==> src/rtl/fseg_pkg.sv <==
package fseg_pkg;

  typedef enum logic [1:0] {
    ST_FILL = 2'd0,
    ST_TAIL = 2'd1,
    ST_SEND = 2'd2,
    ST_DROP = 2'd3
  } fseg_state_e;

  localparam logic [31:0] CRC_SHIFT_POLY = 32'hEDB88320;
  localparam logic [31:0] CRC_SEED       = 32'hFFFFFFFF;
  localparam int          CRC_BYTES      = 4;

  // One byte of the reflected CRC32, processed bit by bit, LSB first.
  function automatic logic [31:0] crc32_step(input logic [31:0] c, input logic [7:0] d);
    logic [31:0] r;
    r = c;
    for (int i = 0; i < 8; i++) begin
      if (r[0] ^ d[i]) r = (r >> 1) ^ CRC_SHIFT_POLY;
      else             r = r >> 1;
    end
    return r;
  endfunction

endpackage

==> src/rtl/fseg_crc.sv <==
module fseg_crc
  import fseg_pkg::*;
(
  input  logic        clk,
  input  logic        rst,
  input  logic        clr,
  input  logic        en,
  input  logic [7:0]  din,
  output logic [31:0] crc_q
);

  always_ff @(posedge clk) begin
    if (rst || clr)  crc_q <= CRC_SEED;
    else if (en)     crc_q <= crc32_step(crc_q, din);
  end

endmodule

==> src/rtl/fseg_pktbuf.sv <==
module fseg_pktbuf #(
  parameter int DEPTH = 256,
  parameter int AW    = 8
) (
  input  logic          clk,
  input  logic          wr_en,
  input  logic [AW-1:0] wr_addr,
  input  logic [7:0]    wr_data,
  input  logic          rd_en,
  input  logic [AW-1:0] rd_addr,
  output logic [7:0]    rd_data
);

  logic [7:0] mem [DEPTH];

  always_ff @(posedge clk) begin
    if (wr_en) mem[wr_addr] <= wr_data;
  end

  always_ff @(posedge clk) begin
    if (rd_en) rd_data <= mem[rd_addr];
  end

endmodule

==> src/rtl/fseg_emit.sv <==
module fseg_emit #(
  parameter int POS_W  = 4,
  parameter int RING_W = 6,
  parameter int LEN_W  = 9
) (
  input  logic              clk,
  input  logic              rst,
  input  logic              issue,
  input  logic              sop,
  input  logic              eop,
  input  logic [POS_W-1:0]  pos,
  input  logic [RING_W-1:0] hop,
  input  logic [LEN_W-1:0]  len,
  input  logic              trunc,
  output logic              out_valid,
  output logic              out_sop,
  output logic              out_eop,
  output logic [POS_W-1:0]  out_pos,
  output logic [RING_W-1:0] out_hop,
  output logic [LEN_W-1:0]  out_len,
  output logic              out_trunc
);

  // Aligned with the one-cycle read latency of the packet RAM.
  always_ff @(posedge clk) begin
    if (rst) begin
      out_valid <= 1'b0;
      out_sop   <= 1'b0;
      out_eop   <= 1'b0;
      out_pos   <= '0;
      out_hop   <= '0;
      out_len   <= '0;
      out_trunc <= 1'b0;
    end else begin
      out_valid <= issue;
      out_sop   <= issue && sop;
      out_eop   <= issue && eop;
      out_trunc <= issue && trunc;
      if (issue) begin
        out_pos <= pos;
        out_hop <= hop;
        out_len <= len;
      end
    end
  end

endmodule

==> src/rtl/frame_segmenter.sv <==
module frame_segmenter
  import fseg_pkg::*;
#(
  parameter int MAX_PAY   = 256,
  parameter int MAX_FRAME = 4096,
  parameter int POS_W     = 4,
  parameter int RING_W    = 6,
  parameter int HEC_W     = 8,
  localparam int LEN_W    = $clog2(MAX_PAY + 1)
) (
  input  logic              clk,
  input  logic              rst,
  input  logic              in_valid,
  output logic              in_ready,
  input  logic [7:0]        in_data,
  input  logic              in_last,
  input  logic [RING_W-1:0] ring_idx,
  input  logic [POS_W-1:0]  start_code,
  input  logic [POS_W-1:0]  end_code,
  output logic              out_valid,
  output logic [7:0]        out_data,
  output logic              out_sop,
  output logic              out_eop,
  output logic [POS_W-1:0]  out_pos,
  output logic [RING_W-1:0] out_hop,
  output logic [LEN_W-1:0]  out_len,
  output logic [HEC_W-1:0]  out_hec,
  output logic              out_trunc
);

  localparam int AW    = (MAX_PAY > 1) ? $clog2(MAX_PAY) : 1;
  localparam int FRM_W = $clog2(MAX_FRAME + 1);
  localparam logic [LEN_W-1:0] PAY_FULL  = LEN_W'(MAX_PAY);
  localparam logic [LEN_W-1:0] LEN_ONE   = LEN_W'(1);
  localparam logic [FRM_W-1:0] FRM_FULL  = FRM_W'(MAX_FRAME);
  localparam logic [FRM_W-1:0] FRM_ONE   = FRM_W'(1);
  localparam logic [2:0]       CRC_DONE  = 3'(CRC_BYTES);

  fseg_state_e       state_q;
  logic [LEN_W-1:0]  wcnt_q, rcnt_q, plen_q;
  logic [FRM_W-1:0]  fcnt_q;
  logic [2:0]        cidx_q;
  logic              first_q, tail_q, drop_q, trunc_q, plast_q;
  logic [RING_W-1:0] hop_q;
  logic [POS_W-1:0]  sc_q, ec_q, ppos_q;

  logic              acc, data_end, send_done, crc_clr, buf_we;
  logic [LEN_W-1:0]  wnext;
  logic [FRM_W-1:0]  fnext;
  logic [2:0]        cnext;
  logic [31:0]       crc_q, crc_out;
  logic [7:0]        tail_byte, buf_wd;
  logic [POS_W-1:0]  cur_sc;

  always_comb begin
    acc       = (state_q == ST_FILL) && in_valid;
    wnext     = wcnt_q + LEN_ONE;
    fnext     = fcnt_q + FRM_ONE;
    cnext     = cidx_q + 3'd1;
    data_end  = in_last || (fnext == FRM_FULL);
    crc_out   = ~crc_q;
    tail_byte = crc_out[{cidx_q[1:0], 3'b000} +: 8];
    buf_we    = acc || (state_q == ST_TAIL);
    buf_wd    = (state_q == ST_TAIL) ? tail_byte : in_data;
    cur_sc    = (fcnt_q == '0) ? start_code : sc_q;
    send_done = (state_q == ST_SEND) && ((rcnt_q + LEN_ONE) == plen_q);
    crc_clr   = send_done && plast_q;
  end

  assign in_ready = (state_q == ST_FILL) || (state_q == ST_DROP);
  assign out_hec  = '0;

  always_ff @(posedge clk) begin
    if (rst) begin
      state_q <= ST_FILL;
      wcnt_q  <= '0;
      rcnt_q  <= '0;
      plen_q  <= '0;
      fcnt_q  <= '0;
      cidx_q  <= '0;
      first_q <= 1'b1;
      tail_q  <= 1'b0;
      drop_q  <= 1'b0;
      trunc_q <= 1'b0;
      plast_q <= 1'b0;
      hop_q   <= '0;
      sc_q    <= '0;
      ec_q    <= '0;
      ppos_q  <= '0;
    end else begin
      case (state_q)
        ST_FILL: begin
          if (in_valid) begin
            wcnt_q <= wnext;
            fcnt_q <= fnext;
            if (fcnt_q == '0) begin
              hop_q <= ring_idx;
              sc_q  <= start_code;
              ec_q  <= end_code;
            end
            if (data_end) begin
              tail_q  <= 1'b1;
              drop_q  <= !in_last;
              trunc_q <= !in_last;
            end
            if (wnext == PAY_FULL) begin
              // Full packet of data: CRC still follows, so never the last one.
              state_q <= ST_SEND;
              plen_q  <= wnext;
              plast_q <= 1'b0;
              ppos_q  <= first_q ? cur_sc : '0;
              first_q <= 1'b0;
              rcnt_q  <= '0;
            end else if (data_end) begin
              state_q <= ST_TAIL;
            end
          end
        end
        ST_TAIL: begin
          wcnt_q <= wnext;
          cidx_q <= cnext;
          if (cnext == CRC_DONE) begin
            state_q <= ST_SEND;
            plen_q  <= wnext;
            plast_q <= 1'b1;
            ppos_q  <= ec_q;
            first_q <= 1'b0;
            rcnt_q  <= '0;
          end else if (wnext == PAY_FULL) begin
            state_q <= ST_SEND;
            plen_q  <= wnext;
            plast_q <= 1'b0;
            ppos_q  <= first_q ? sc_q : '0;
            first_q <= 1'b0;
            rcnt_q  <= '0;
          end
        end
        ST_SEND: begin
          rcnt_q <= rcnt_q + LEN_ONE;
          if (send_done) begin
            wcnt_q <= '0;
            if (plast_q) begin
              fcnt_q  <= '0;
              first_q <= 1'b1;
              tail_q  <= 1'b0;
              cidx_q  <= '0;
              trunc_q <= 1'b0;
              drop_q  <= 1'b0;
              state_q <= drop_q ? ST_DROP : ST_FILL;
            end else begin
              state_q <= tail_q ? ST_TAIL : ST_FILL;
            end
          end
        end
        ST_DROP: begin
          if (in_valid && in_last) state_q <= ST_FILL;
        end
        default: state_q <= ST_FILL;
      endcase
    end
  end

  fseg_crc u_crc (
    .clk   (clk),
    .rst   (rst),
    .clr   (crc_clr),
    .en    (acc),
    .din   (in_data),
    .crc_q (crc_q)
  );

  fseg_pktbuf #(
    .DEPTH (MAX_PAY),
    .AW    (AW)
  ) u_buf (
    .clk     (clk),
    .wr_en   (buf_we),
    .wr_addr (wcnt_q[AW-1:0]),
    .wr_data (buf_wd),
    .rd_en   (state_q == ST_SEND),
    .rd_addr (rcnt_q[AW-1:0]),
    .rd_data (out_data)
  );

  fseg_emit #(
    .POS_W  (POS_W),
    .RING_W (RING_W),
    .LEN_W  (LEN_W)
  ) u_emit (
    .clk       (clk),
    .rst       (rst),
    .issue     (state_q == ST_SEND),
    .sop       (rcnt_q == '0),
    .eop       ((rcnt_q + LEN_ONE) == plen_q),
    .pos       (ppos_q),
    .hop       (hop_q),
    .len       (plen_q),
    .trunc     (plast_q && trunc_q),
    .out_valid (out_valid),
    .out_sop   (out_sop),
    .out_eop   (out_eop),
    .out_pos   (out_pos),
    .out_hop   (out_hop),
    .out_len   (out_len),
    .out_trunc (out_trunc)
  );

endmodule

==> config.mk <==
export PLATFORM = sky130hd
export DESIGN_NAME = frame_segmenter
export DESIGN_NICKNAME = d
export VERILOG_FILES = /design/src/rtl/fseg_pkg.sv /design/src/rtl/fseg_crc.sv /design/src/rtl/fseg_pktbuf.sv /design/src/rtl/fseg_emit.sv /design/src/rtl/frame_segmenter.sv
export SDC_FILE = /design/constraint.sdc
export NUM_CORES = 2
export LEC_CHECK = 0
export BUFFER_PORTS_ARGS = -buffer_cell sky130_fd_sc_hd__buf_2
export CAP_MARGIN = 10
export CORE_MARGIN = 8
export CORE_UTILIZATION = 25
export DETAILED_ROUTE_END_ITERATION = 16
export GPL_ROUTABILITY_DRIVEN = 0
export PLACE_DENSITY = 0.46
export SETUP_SLACK_MARGIN = 0.05
export SYNTH_ARGS = -nofsm -noshare
export SYNTH_HDL_FRONTEND = slang
export SYNTH_HIERARCHICAL = 1
export SYNTH_SLANG_ARGS = --single-unit
==> constraint.sdc <==
create_clock -name clk -period 15.6 [get_ports clk]
set_input_delay 3.12 -clock clk [delete_from_list [all_inputs] [get_ports clk]]
set_output_delay 3.12 -clock clk [all_outputs]
set_load 0.1 [all_outputs]
==> impl_metrics.yaml <==
clock_tree:
  insertion_delay_ps: 920
  cts_setup_buffers: 0
  cts_resized: 0
  postCtsHoldBufs: 0
  clk_pin_slew_worst_paths_ps: 60
  cts.path.max_buffers: 4
  clkSinkCount: 2178
  cts_buffers: 229
  cts_tree: "built"
  htree_levels: 4
  clock-root-buffer: "clkbuf_16"
hold_path:
  min_path_type: "flop to flop"
  whs_path_depth: 2
die:
  core.rowCount: 216
  die_w_um: 605
  die_h_um: 605
  ios: 66
  coreArea_mm2: 0.346
  initial_core_util: 0.251
  die_area_mm2: 0.366
detailed_routing:
  ant_nets: 0
  firstDrtPassIters: 6
  vias_per_cell: 4.67
  routedWlPerCell_um: 25.9
  drt_iter0_drc: 3929
  routed_wirelength_um: 245000
  vias: 44107
  drcViolationCount: 0
pwr:
  ir_drop_mv: 0.161
  p_leak_nw: 29.0
  power_density_mw_per_mm2: 157
final_layout:
  fin_nets: 4724
  fill_cells: 33836
  final_common_cell: "edfxtp_1"
  syn2layout_area_growth_pct: 14.7
  drive_above_1_share: 0.214
  final_cell_mix: "edfxtp_1 (2056), mux4_2 (462), nor2_1 (393)"
  final_cells: 9448
  final_util: 0.288
grt:
  grt_use_total: 0.130
  antenna_found_initial: 8
  grt_max_degree: 162
  grt_pass1_vias: 45199
  grt_pass1_wl_um: 350000
  grt-ovfl-total: 0
place:
  dp.cells: 9031
  io_buffers: 57
  hpwl_um: 150000
logic_synthesis:
  syn_area_per_cell_um2: 19.0
  netlist_area_mm2: 0.0867
  synthDistinctLibCells: 94
  yosysTopAreaCell: "edfxtp_1"
  synthFlopType: "edfxtp_1"
  ys_seq_area_frac: 0.740
  synthTopCellsByArea: "edfxtp_1 (71%), mux4_2 (12%), dfxtp_1 (2.8%)"
  synth_seq_cells: 2178
  synthCells: 4561
  yosysTopAreaCellShare: 0.712
  yosys_warnings: 6
  async_flop_share: 0
  synth-edff-count: 2056
setup_path:
  path_class: "flop to flop"
  ff2ff_path_depth: 9
  cp-end-kind: "flop"
  arrival_ps: 6530
  required_ps: 16200
  critPathMaxFanout: 88
  start_kind: "flop"
timing:
  whs_ps: 453
  clock_skew_ps: 115
  rsz0062_at_grt: "no"
  timing.slew.headroom: 0.164
  max_freq_mhz: 169
  fin_crit_ps: 5930
  finalSetupViolCount: 0
  drv_slew: 0
  fin_crit_sh: 0.380
  worstMarginPinSlew_ps: 1250
  fin_setup_tns_ps: 0
  hold_violations: 0
outcome:
  status: "complete, no violations"
run:
  drv_cap: 0
[synthesized netlist by cell type, types with 25 or more instances]
master and n:
nor2_1 396, nor2b_1 34, mux4_2 462, mux2i_1 157, nand2_1 110, xor2_1 28
dfxtp_1 122, clkbuf_1 143, nand3_1 48, nor4_1 30, a22oi_1 135, o221ai_1 46
nor3_1 35, buf_4 41, a21oi_1 155, o21ai_0 37, o22ai_1 28, o21ai_1 25
xnor2_1 53, buf_2 41, edfxtp_1 2056
[registers in the layout, indices dropped and copies added, names as in the netlist, 2 cells and up]
register,count
cidx_q,3
plen_q,9
u_buf/mem,2048
u_emit/out_pos,4
hop_q,6
wcnt_q,9
ec_q,4
ppos_q,4
u_buf/rd_data,8
rcnt_q,9
u_emit/out_len,9
fcnt_q,13
u_emit/out_hop,6
state_q,2
sc_q,4
u_crc/crc_q,32
[critical path, cell delays in order, from the launching register on]
cell and delay (ps):
dfxtp_4 790, buf_12 520, buf_4 720, buf_4 770, mux4_2 600, nor2b_1 140
a211oi_1 410, nor3_1 160, nor4_1 890, nor4_1 260
[stage by stage]
| stage | total power, W | worst slack [ps] | instance area (um^2) |
|---|---|---|---|
| 3_5_place_dp | 0.0105 | 8660 | 92200 |
| 2_1_floorplan | 0.00964 | 4000 | 86700 |
| 6_report | 0.0157 | 9670 | 99400 |
| 5_1_grt | 0.0162 | 9390 | 99400 |
| 3_3_place_gp | 0.0105 | 8790 | 92200 |
| 4_1_cts | 0.0159 | 9550 | 99400 |
[final timing paths]
path | to | slack [ps] | from
min | hop_q[2] | 450 | hop_q[2]
max reg2reg | u_buf/rd_data[7] | 9670 | rcnt_q[0]
max | u_buf/rd_data[7] | 9670 | rcnt_q[0]
min reg2reg | hop_q[2] | 450 | hop_q[2]
[where the power goes]
| part | leakage, nW | internal (W) | total (W) | switching [W] |
|---|---|---|---|---|
| clock | 3.52 | 0.00307 | 0.00533 | 0.00226 |
| sequential | 19.5 | 0.00751 | 0.00759 | 0.0000795 |
| combinational | 6.02 | 0.000633 | 0.00274 | 0.00211 |
| total | 29.0 | 0.0112 | 0.0157 | 0.00445 |
[cell families (layout without fill, tap and decap cells)]
family | count (synthesis) | in the layout | share of synthesized area
AO/OA/AOI/OAI | 562 | 562 | 0.0446
AND/OR/NAND/NOR | 774 | 774 | 0.0417
flip-flops | 2178 | 2178 | 0.740
multiplexers | 622 | 622 | 0.139
buffers and inverters | 317 | 616 | 0.0215
XOR/XNOR | 94 | 94 | 0.0113
other | 1 | 11 | 0.0000432
adder cells (fa/ha/maj) | 13 | 13 | 0.00188
[final cells by class]
type | instances | area [um^2] | share of cell area
antenna | 3 | 7.51 | 0.0000755
clock buffer | 281 | 6010 | 0.0604
clock inverter | 132 | 1230 | 0.0123
inverter | 23 | 86.3 | 0.000868
multi-input combinational | 2073 | 20900 | 0.210
sequential | 2178 | 64200 | 0.646
tap | 4578 | 5730 | 0.0576
timing repair buffer | 180 | 1320 | 0.0133
[routing by layer]
metal / routed length, um / vias up / track usage
met3: 11000 / 313 / 0.0171
met1: 107000 / 23795 / 0.175
li1: - / 18847 / -
met4: 5860 / 2 / 0.0343
met5: 7 / - / 0
met2: 121000 / 1150 / 0.222
No activity file was read; power rests on OpenSTA's default activity.
